--- src/rtl/be_bridge_pkg.sv ---
package be_bridge_pkg;

    typedef enum logic [1:0] {
        RGN_NONE,
        RGN_CRAM,
        RGN_REGS,
        RGN_LRAM
    } region_e;

    typedef enum logic [1:0] {
        ST_IDLE,
        ST_ISSUE,
        ST_CAPTURE,
        ST_RESP
    } state_e;

    // exchange the two bytes of a 16-bit item
    function automatic logic [15:0] swap16(input logic [15:0] v);
        return {v[7:0], v[15:8]};
    endfunction

    // exchange the two mask bits belonging to a 16-bit item
    function automatic logic [1:0] swap_be(input logic [1:0] m);
        return {m[0], m[1]};
    endfunction

endpackage

--- src/rtl/be_region_decode.sv ---
module be_region_decode
    import be_bridge_pkg::*;
#(
    parameter int HADDR_W = 18,
    parameter int CRAM_AW = 16,
    parameter int REG_AW  = 7,
    parameter int LRAM_AW = 15
) (
    input  logic [HADDR_W-1:0] addr,
    output region_e            region
);
    localparam logic [31:0] CRAM_END  = 32'(1) << CRAM_AW;
    localparam logic [31:0] REG_BASE  = CRAM_END;
    localparam logic [31:0] REG_END   = REG_BASE + (32'(4) << REG_AW);
    localparam logic [31:0] LRAM_BASE = 32'(2) << CRAM_AW;
    localparam logic [31:0] LRAM_END  = LRAM_BASE + (32'(4) << LRAM_AW);

    logic [31:0] a;

    always_comb begin
        a = 32'(addr);
        if (a < CRAM_END)
            region = RGN_CRAM;
        else if (a >= REG_BASE && a < REG_END)
            region = RGN_REGS;
        else if (a >= LRAM_BASE && a < LRAM_END)
            region = RGN_LRAM;
        else
            region = RGN_NONE;
    end
endmodule

--- src/rtl/be_lane_pick.sv ---
module be_lane_pick #(
    parameter int LANES = 4,
    localparam int IDX_W = (LANES > 1) ? $clog2(LANES) : 1
) (
    input  logic [LANES-1:0] pend,
    output logic [LANES-1:0] sel,
    output logic [IDX_W-1:0] idx,
    output logic             any
);
    logic [LANES:0] lower;

    assign lower[0] = 1'b0;

    genvar k;
    generate
        for (k = 0; k < LANES; k++) begin : g_lane
            assign lower[k+1] = lower[k] | pend[k];
            assign sel[k]     = pend[k] & ~lower[k];
        end
    endgenerate

    assign any = lower[LANES];

    always_comb begin
        idx = '0;
        for (int j = LANES - 1; j >= 0; j--) begin
            if (pend[j])
                idx = IDX_W'(j);
        end
    end
endmodule

--- src/rtl/be_host_bridge.sv ---
module be_host_bridge
    import be_bridge_pkg::*;
#(
    parameter int HADDR_W = 18,
    parameter int CRAM_AW = 16,
    parameter int REG_AW  = 7,
    parameter int LRAM_AW = 15
) (
    input  logic               clk,
    input  logic               rst_n,
    input  logic               hst_req,
    input  logic               hst_we,
    input  logic [HADDR_W-1:0] hst_addr,
    input  logic [31:0]        hst_wdata,
    input  logic [3:0]         hst_be,
    output logic               hst_ready,
    output logic               hst_done,
    output logic [31:0]        hst_rdata,
    output logic               cram_req,
    output logic               cram_we,
    output logic [CRAM_AW-1:0] cram_addr,
    output logic [7:0]         cram_wdata,
    input  logic [7:0]         cram_rdata,
    output logic               reg_req,
    output logic               reg_we,
    output logic [REG_AW-1:0]  reg_idx,
    output logic [15:0]        reg_wdata,
    output logic [1:0]         reg_be,
    input  logic [15:0]        reg_rdata,
    output logic               lram_req,
    output logic               lram_we,
    output logic [LRAM_AW-1:0] lram_idx,
    output logic [15:0]        lram_wdata,
    output logic [1:0]         lram_be,
    input  logic [15:0]        lram_rdata
);
    localparam int LANES = 4;
    localparam int LW    = $clog2(LANES);
    localparam int WA_W  = LRAM_AW;

    state_e            state_q, state_d;
    region_e           rgn_dec, rgn_q;
    logic              we_q;
    logic [WA_W-1:0]   wa_q;
    logic [31:0]       wdata_q;
    logic [1:0]        be_hi_q;
    logic [LANES-1:0]  pend_q;
    logic [LW-1:0]     lane_q;
    logic [31:0]       acc_q;
    logic [LANES-1:0]  pick_sel;
    logic [LW-1:0]     pick_idx;
    logic              pick_any;
    logic [LANES-1:0]  pend_in;
    logic              accept;

    be_region_decode #(
        .HADDR_W (HADDR_W),
        .CRAM_AW (CRAM_AW),
        .REG_AW  (REG_AW),
        .LRAM_AW (LRAM_AW)
    ) u_dec (
        .addr   (hst_addr),
        .region (rgn_dec)
    );

    be_lane_pick #(
        .LANES (LANES)
    ) u_pick (
        .pend (pend_q),
        .sel  (pick_sel),
        .idx  (pick_idx),
        .any  (pick_any)
    );

    // lane k (host offset k) is enabled by mask bit 3-k
    genvar k;
    generate
        for (k = 0; k < LANES; k++) begin : g_pend
            assign pend_in[k] = hst_be[LANES-1-k];
        end
    endgenerate

    assign accept = (state_q == ST_IDLE) && hst_req;

    // next-state logic
    always_comb begin
        state_d = state_q;
        unique case (state_q)
            ST_IDLE: begin
                if (hst_req) begin
                    if (rgn_dec == RGN_NONE)
                        state_d = ST_RESP;
                    else if (rgn_dec == RGN_CRAM && pend_in == '0)
                        state_d = ST_RESP;
                    else
                        state_d = ST_ISSUE;
                end
            end
            ST_ISSUE:   state_d = ST_CAPTURE;
            ST_CAPTURE: begin
                if (rgn_q == RGN_CRAM && pend_q != '0)
                    state_d = ST_ISSUE;
                else
                    state_d = ST_RESP;
            end
            ST_RESP:    state_d = ST_IDLE;
            default:    state_d = ST_IDLE;
        endcase
    end

    // state register
    always_ff @(posedge clk) begin
        if (!rst_n)
            state_q <= ST_IDLE;
        else
            state_q <= state_d;
    end

    // request latch and data collection
    always_ff @(posedge clk) begin
        if (!rst_n) begin
            rgn_q   <= RGN_NONE;
            we_q    <= 1'b0;
            wa_q    <= '0;
            wdata_q <= '0;
            be_hi_q <= '0;
            pend_q  <= '0;
            lane_q  <= '0;
            acc_q   <= '0;
        end else begin
            unique case (state_q)
                ST_IDLE: begin
                    if (accept) begin
                        rgn_q   <= rgn_dec;
                        we_q    <= hst_we;
                        wa_q    <= hst_addr[WA_W+1:2];
                        wdata_q <= hst_wdata;
                        be_hi_q <= hst_be[3:2];
                        pend_q  <= pend_in;
                        acc_q   <= '0;
                    end
                end
                ST_ISSUE: begin
                    if (rgn_q == RGN_CRAM) begin
                        lane_q <= pick_idx;
                        pend_q <= pend_q & ~pick_sel;
                    end
                end
                ST_CAPTURE: begin
                    if (!we_q) begin
                        unique case (rgn_q)
                            RGN_CRAM: acc_q[8*(LANES-1-int'(lane_q)) +: 8] <= cram_rdata;
                            RGN_REGS: acc_q[31:16] <= swap16(reg_rdata);
                            RGN_LRAM: acc_q[31:16] <= swap16(lram_rdata);
                            default:  acc_q <= acc_q;
                        endcase
                    end
                end
                ST_RESP: begin
                    pend_q <= '0;
                end
                default: begin
                    pend_q <= '0;
                end
            endcase
        end
    end

    // outputs
    always_comb begin
        hst_ready  = 1'b0;
        hst_done   = 1'b0;
        hst_rdata  = '0;
        cram_req   = 1'b0;
        reg_req    = 1'b0;
        lram_req   = 1'b0;
        unique case (state_q)
            ST_IDLE:    hst_ready = 1'b1;
            ST_ISSUE: begin
                cram_req = (rgn_q == RGN_CRAM) && pick_any;
                reg_req  = (rgn_q == RGN_REGS);
                lram_req = (rgn_q == RGN_LRAM);
            end
            ST_CAPTURE: hst_ready = 1'b0;
            ST_RESP: begin
                hst_done  = 1'b1;
                hst_rdata = acc_q;
            end
            default:    hst_ready = 1'b0;
        endcase
    end

    assign cram_we    = we_q;
    assign cram_addr  = {wa_q[CRAM_AW-3:0], ~pick_idx};
    assign cram_wdata = wdata_q[8*(LANES-1-int'(pick_idx)) +: 8];

    assign reg_we     = we_q;
    assign reg_idx    = wa_q[REG_AW-1:0];
    assign reg_wdata  = swap16(wdata_q[31:16]);
    assign reg_be     = swap_be(be_hi_q);

    assign lram_we    = we_q;
    assign lram_idx   = wa_q[LRAM_AW-1:0];
    assign lram_wdata = swap16(wdata_q[31:16]);
    assign lram_be    = swap_be(be_hi_q);


    one_port_chk: assert property (@(posedge clk) disable iff (!rst_n)
        $onehot0({cram_req, reg_req, lram_req}));


    done_pulse_chk: assert property (@(posedge clk) disable iff (!rst_n)
        hst_done |=> !hst_done && hst_ready);


    void_quiet_chk: assert property (@(posedge clk) disable iff (!rst_n)
        (hst_ready && hst_req && rgn_dec == RGN_NONE)
            |=> hst_done && !(cram_req || reg_req || lram_req));


    cram_gap_chk: assert property (@(posedge clk) disable iff (!rst_n)
        cram_req |=> !cram_req && !hst_done);


    busy_issue_chk: assert property (@(posedge clk) disable iff (!rst_n)
        (reg_req || lram_req) |=> !hst_ready && !hst_done);
endmodule

--- config.mk ---
export PLATFORM = sky130hd
export DESIGN_NAME = be_host_bridge
export DESIGN_NICKNAME = d
export VERILOG_FILES = /design/src/rtl/be_bridge_pkg.sv /design/src/rtl/be_region_decode.sv /design/src/rtl/be_lane_pick.sv /design/src/rtl/be_host_bridge.sv
export SDC_FILE = /design/constraint.sdc
export NUM_CORES = 1
export LEC_CHECK = 0
export BUFFER_PORTS_ARGS = -buffer_cell sky130_fd_sc_hd__buf_2
export CAP_MARGIN = 15
export CORE_ASPECT_RATIO = 0.75
export CORE_MARGIN = 2
export CORE_UTILIZATION = 32
export DETAILED_ROUTE_END_ITERATION = 8
export PLACE_DENSITY = 0.6
export SLEW_MARGIN = 5
export SYNTH_ARGS = -nofsm -noshare
export SYNTH_HDL_FRONTEND = slang
export SYNTH_SLANG_ARGS = --single-unit
--- constraint.sdc ---
create_clock -name clk -period 2 [get_ports clk]
set_input_delay 0.1 -clock clk [delete_from_list [all_inputs] [get_ports clk]]
set_output_delay 0.1 -clock clk [all_outputs]
set_load 0.005 [all_outputs]
==> results of run 1 <==
[stage by stage]
step	util [%]	std cells
5_1_grt	44.9	959
3_5_place_dp	39.1	894
6_report	44.9	959
3_3_place_gp	39.1	894
4_1_cts	44.5	957
2_1_floorplan	-	556
[final timing paths]
check                                       startpoint  depth (start not counted)                       to  slack (ps)
worst max-delay path            pend_q[3]$_SDFFE_PN0P_                          6            cram_wdata[5]          70
worst min-delay path                         hst_be[3]                          3  be_hi_q[1]$_SDFFE_PN0P_          20
worst max register to register   rgn_q[0]$_SDFFE_PN0P_                          6   acc_q[30]$_SDFFE_PN0P_         130
worst min register to register  acc_q[11]$_SDFFE_PN0P_                          2   acc_q[11]$_SDFFE_PN0P_         450
[flip-flops by register name (all words and copies together) (netlist names)]
register	count
be_hi_q	2
acc_q	32
cram_we	1
pend_q	4
lane_q	2
wdata_q	32
state_q	2
rgn_q	2
lram_idx	15
[kinds of logic (layout without fill, tap and decap cells)]
family	after synthesis	count (layout)	share of synthesized area, %
simple gates	203	203	20.5
compound gates	127	127	20.6
buf+inv	102	304	12.9
flops	92	92	38.9
mux	25	25	5.31
fa+ha+maj	7	7	1.85
other cells	0	1	0
[worst reg2reg max path, cell delays in order, from the launching register on]
cell and delay (ps):
dfxtp_2 360, inv_1 50, ha_1 240, or4_4 450
nor3_4 380, a222oi_1 150, o2bb2ai_1 170
[metal layers]
layer | GRT usage (%) | vias up | part of all wire (%)
met4 | 6.87 | 0 | 2.2
li1 | - | 2287 | -
met1 | 23.2 | 2169 | 44
met3 | 4.97 | 25 | 7.6
met5 | 0 | - | 0
met2 | 27.6 | 178 | 46
[where the power goes]
part	leakage, nW	internal (W)	switching, W
Combinational	2.24	0.000466	0.000502
Sequential	0.751	0.00193	0.0000880
Clock	0.151	0.000987	0.000764
[layout make-up]
type / count / area, sq um
Clock buffer: 9 / 225
Tap cell: 200 / 250
Timing Repair Buffer: 280 / 1730
Clock inverter: 7 / 78.8
Sequential cell: 92 / 1850
Antenna cell: 1 / 2.50
Inverter: 8 / 30.0
Multi-Input combinational cell: 362 / 2330
Fill cell: 1447 / 7960
[cells in the mapped netlist, types with 7 or more instances]
| cell type | count |
|---|---|
| nand2_1 | 118 |
| dfxtp_1 | 92 |
| buf_4 | 58 |
| a21boi_1 | 56 |
| and3_1 | 33 |
| clkbuf_1 | 29 |
| mux2i_1 | 24 |
| o2bb2ai_1 | 17 |
| a222oi_1 | 16 |
| o21ai_1 | 13 |
| nor2_1 | 11 |
| nand3_1 | 10 |
| a22o_1 | 8 |
| inv_1 | 8 |
| buf_2 | 7 |
| ha_1 | 7 |
[repair_timing]
| item | CTS | global route |
|---|---|---|
| endpoints found under the hold margin | 47 | 0 |
| endpoints found under the setup margin | 0 | 13 |
| hold buffers | 47 | 0 |
| gates resized for setup | 0 | 12 |
==> impl_metrics.tcl, run 1 <==
set metrics [dict create \
    outcome "completed" \
    end_kind "output pin" \
    grt_max_degree 55 \
    cts_setup_buffers 0 \
    finalNetCount 858 \
    finalMaxSlewViolations 0 \
    dr_total_vias 4659 \
    fp.dieH_microns 109 \
    whs_ps 24.3 \
    cp_num_buf_inv 2 \
    cts.sink_count 92 \
    routedWlPerCell_microns 15.3 \
    critical_path_class "flop to output pin" \
    netlist_instances 556 \
    async_reset_ff_share_pct 0 \
    critPathSlowestCell "dfxtp_1" \
    path_delay_family "multiplexers" \
    fin_total_pwr_w 0.00473 \
    dieArea_sq_mm 0.0158 \
    final_common_cell "buf_2" \
    syn_area_per_cell_sq_um 8.52 \
    synth_seq_cells 92 \
    cts.clk_slew.worst_paths_ps 70 \
    dp_hpwl_mm 10.5 \
    post-synth-top-area-fraction_pct 38.9 \
    clkLatencyLatePin_ps 350 \
    critPathMaxFanout 9 \
    fin_crit_sh_pct 96.7 \
    hold_viol_final 0 \
    fin_setup_tns_ps 0 \
    critical_path_required_ps 1900 \
    overflow 0 \
    hold_path.class "input pin to flop" \
    worstPathArrival_ps 1830 \
    setup-violations-final 0 \
    ys.flop_type "dfxtp_1" \
    max_cap_viol_count 0 \
    detail-route-antenna-nets 0 \
    synth_area_sq_mm 0.00474 \
    yosysTopAreaCell "dfxtp_1" \
    power.leakage_nw 3.14 \
    yosysWarnings 0 \
    slew_headroom_pct 54.0 \
    vdd_drop_max_uv 394 \
    area_delta_synth_final_pct 37.2 \
    fmax_ghz 0.517 \
    synth.distinct_cells 40 \
    via_per_inst 4.86 \
    worstPathCellList "nor2b_1, o21bai_4, buf_12, mux2i_2, mux2i_1, buf_2" \
    finalWirelength_mm 14.7 \
    drc_errors 0 \
    rows 38 \
    initial_core_util_pct 32.8 \
    drtIter0Drc 375 \
    antenna_found_initial 1 \
    ioPinCount 220 \
    cts_buffers 9 \
    drtPass1Iterations 8 \
    grt_pass1_wl_mm 21.8 \
    layout-drive-gt1-share_pct 35.2 \
    ys_seq_area_share_pct 38.9 \
    grt_pass1_vias 4235 \
    fin_crit_ps 1930 \
    grt.total_usage_pct 17.7 \
    final_cell_mix "buf_2, nand2_1, dfxtp_1" \
    grt_setup_unrepaired "yes" \
    core_sq_mm 0.0145 \
    dpl_cell_area_sq_mm 0.00565 \
    cts_buffer_depth 2 \
    clock_skew_ps 8.62 \
    synth_edf_count 0 \
    cts_tree "built" \
    h-tree-depth 3 \
    yosys-top-cells-area "dfxtp_1, nand2_1, buf_4, a21boi_1, mux2i_1" \
    crit_path_max_incr_delay_ps 350 \
    syn-num-nets 661 \
    numPortBuffers 217 \
    ctsRootBufferMaster "clkbuf_16" \
    gp_congestion 0.944 \
    place_ws_ps 123 \
    worst_pin_slew_ps 689 \
    setup.worst_path.start_class "flop" \
    fin_ws_ps 66.3 \
    die_w_microns 144 \
    power_density_mw_per_mm2 728 \
    stdcell_area_sq_mm 0.00650 \
]
Power figures use the tool's default switching activity.
==> run 2, diff against run 1 <==
--- a/config.mk
+++ b/config.mk
@@ -8,7 +8,6 @@
 export BUFFER_PORTS_ARGS = -buffer_cell sky130_fd_sc_hd__buf_2
 export CAP_MARGIN = 15
 export CORE_ASPECT_RATIO = 0.75
-export CORE_MARGIN = 2
 export CORE_UTILIZATION = 32
 export DETAILED_ROUTE_END_ITERATION = 8
 export PLACE_DENSITY = 0.6
==> run 2 against run 1 <==
Sequential power about the same. Clock power about the same. Register-to-register slack hardly changed. Global-route usage up 0.97 points. Die area shrank 3.2%. Worst setup slack worse by 36 ps. Worst hold slack worse by 18 ps. Routed wire length hardly changed. Via count rose by 2.3%. Critical path type unchanged.
==> impl_metrics.tcl, run 2 (same netlist as run 1, synthesis figures left out) <==
set metrics [dict create \
    cts_buffers 9 \
    drtPass1Iterations 6 \
    outcome "completed" \
    combPwrFrac_pct 20.6 \
    seq_power_share_pct 42.2 \
    timing.rr.start "lane_q[0]$_SDFFE_PN0P_" \
    drtIter0Drc 382 \
    final_common_cell "buf_2" \
    initial_core_util_pct 32.8 \
    hold_viol_final 0 \
    hold_path.class "input pin to flop" \
    grt_max_degree 50 \
    crit_path_max_incr_delay_ps 360 \
    cts.clk_slew.worst_paths_ps 70 \
    power.leakage_nw 3.14 \
    setup-violations-final 0 \
    setup.worst_path.start_class "flop" \
    dpl_cell_area_sq_mm 0.00568 \
    numPortBuffers 217 \
    end_kind "output pin" \
    rows 38 \
    cts.sink_count 92 \
    h-tree-depth 3 \
    fillers 1459 \
    gp_congestion 0.933 \
    stdcell_area_sq_mm 0.00650 \
    path_common_cell "mux2i_1" \
    grt.total_usage_pct 18.6 \
    worstPathArrival_ps 1870 \
    finalNetCount 857 \
    pwr-share-clk_pct 37.1 \
    die_w_microns 142 \
    cp_num_buf_inv 2 \
    clkLatencyLatePin_ps 350 \
    intPower_w 0.00341 \
    dr_total_vias 4767 \
    finalMaxSlewViolations 0 \
    dp_hpwl_mm 10.5 \
    cp-endpoint "cram_wdata[4]" \
    slew_headroom_pct 53.7 \
    detail-route-antenna-nets 0 \
    p_sw_w 0.00135 \
    core_sq_mm 0.0145 \
    crit_cells 6 \
    cts_tree "built" \
    clock_skew_ps 8.88 \
    dieArea_sq_mm 0.0153 \
    critical_path_required_ps 1900 \
    power_density_mw_per_mm2 733 \
    max_cap_viol_count 0 \
    startpoint "pend_q[3]$_SDFFE_PN0P_" \
    via_per_inst 4.98 \
    ctsRootBufferMaster "clkbuf_16" \
    worstPathCellList "nor2b_2, o21bai_4, buf_12, mux2i_1, mux2i_1, buf_2" \
    grt_pass1_vias 4285 \
    ioPinCount 220 \
    fin_setup_tns_ps 0 \
    critical_path_class "flop to output pin" \
    finalWirelength_mm 14.7 \
    path_delay_family "multiplexers" \
    fin_crit_ps 1970 \
    ff2ff_path_depth 5 \
    antenna_found_initial 0 \
    worst_pin_slew_ps 693 \
    critPathMaxFanout 9 \
    layout-drive-gt1-share_pct 35.9 \
    final_cell_mix "buf_2, nand2_1, dfxtp_1" \
    antenna_cells 0 \
    area_delta_synth_final_pct 37.3 \
    fp.dieH_microns 107 \
    grt_pass1_wl_mm 22.1 \
    drc_errors 0 \
    overflow 0 \
    r2r_setup_slack_ps 130 \
    fmax_ghz 0.508 \
    grt_setup_unrepaired "yes" \
    routedWlPerCell_microns 15.4 \
    swShare_pct 28.4 \
    cts_buffer_depth 2 \
    fin_crit_sh_pct 98.5 \
    critPathSlowestCell "dfxtp_1" \
    r2r-end "acc_q[26]$_SDFFE_PN0P_" \
    vdd_drop_max_uv 515 \
]
## run 2: worst register-to-register path: stages (launching register included)
cell	delay (ps)
dfxtp_2	370
ha_2	240
or4_4	510
nor3_4	360
a222oi_1	140
o2bb2ai_1	170
## run 2: how the worst min path moves through the flow
stage / startpoint / endpoint / slack (ps) / depth (start not counted)
after floorplan: hst_req / state_q[0]$_SDFFE_PN0P_ / 220 / 2
after global placement: hst_wdata[16] / wdata_q[16]$_SDFFE_PN0P_ / 340 / 3
after detailed placement: hst_wdata[21] / wdata_q[21]$_SDFFE_PN0P_ / 350 / 3
after CTS: hst_be[3] / be_hi_q[1]$_SDFFE_PN0P_ / 0.2 / 3
after global routing: hst_addr[3] / lram_idx[1]$_SDFFE_PN0P_ / 3 / 3
final: hst_wdata[2] / wdata_q[2]$_SDFFE_PN0P_ / 6 / 3
## run 2: final cells by class
cell class | instances | area (sq um) | area share [%]
well taps | 200 | 250 | 3.85
clock buffers | 10 | 239 | 3.68
clock inverters | 6 | 71.3 | 1.10
inverters | 8 | 30.0 | 0.462
multi-input cells | 362 | 2350 | 36.2
flip-flops and latches | 92 | 1840 | 28.4
repair buffers | 279 | 1710 | 26.3
## run 2: per-layer routing
metal	GRT usage (%)	share of wire, %	up-vias
met4	7.45	2.2	0
met5	0	0	-
met2	28.7	47	192
met1	25.3	45	2273
met3	3.74	5.9	23
li1	-	-	2279
## run 2: power groups by stage
| stage | Clock [W] | Sequential, W | Combinational [W] |
|---|---|---|---|
| floorplan | 0 | 0.00203 | 0.000585 |
| global placement | 0 | 0.00204 | 0.000859 |
| detailed placement | 0 | 0.00205 | 0.000871 |
| CTS | 0.00184 | 0.00201 | 0.000938 |
| global route | 0.00190 | 0.00203 | 0.00108 |
| finish | 0.00177 | 0.00201 | 0.000983 |
## run 2: timing repair
item                       in CTS  in global routing
hold endpoints to repair       42                  0
setup buffers                   0                  1
setup endpoints to repair       0                 16
hold buffers                   42                  0
gates resized for setup         0                 15
## run 2: metrics by stage
step	cells	total power [W]	hold slack (ps)	worst slack (ps)	utilization, %
CTS	955	0.00478	0.248	22.2	44.3
finish	957	0.00476	6.07	30.5	45.0
detailed placement	897	0.00292	347	87.0	39.3
floorplan	556	0.00261	216	315	-
global placement	897	0.00290	341	166	39.3
global route	957	0.00501	2.67	-38.0	45.0
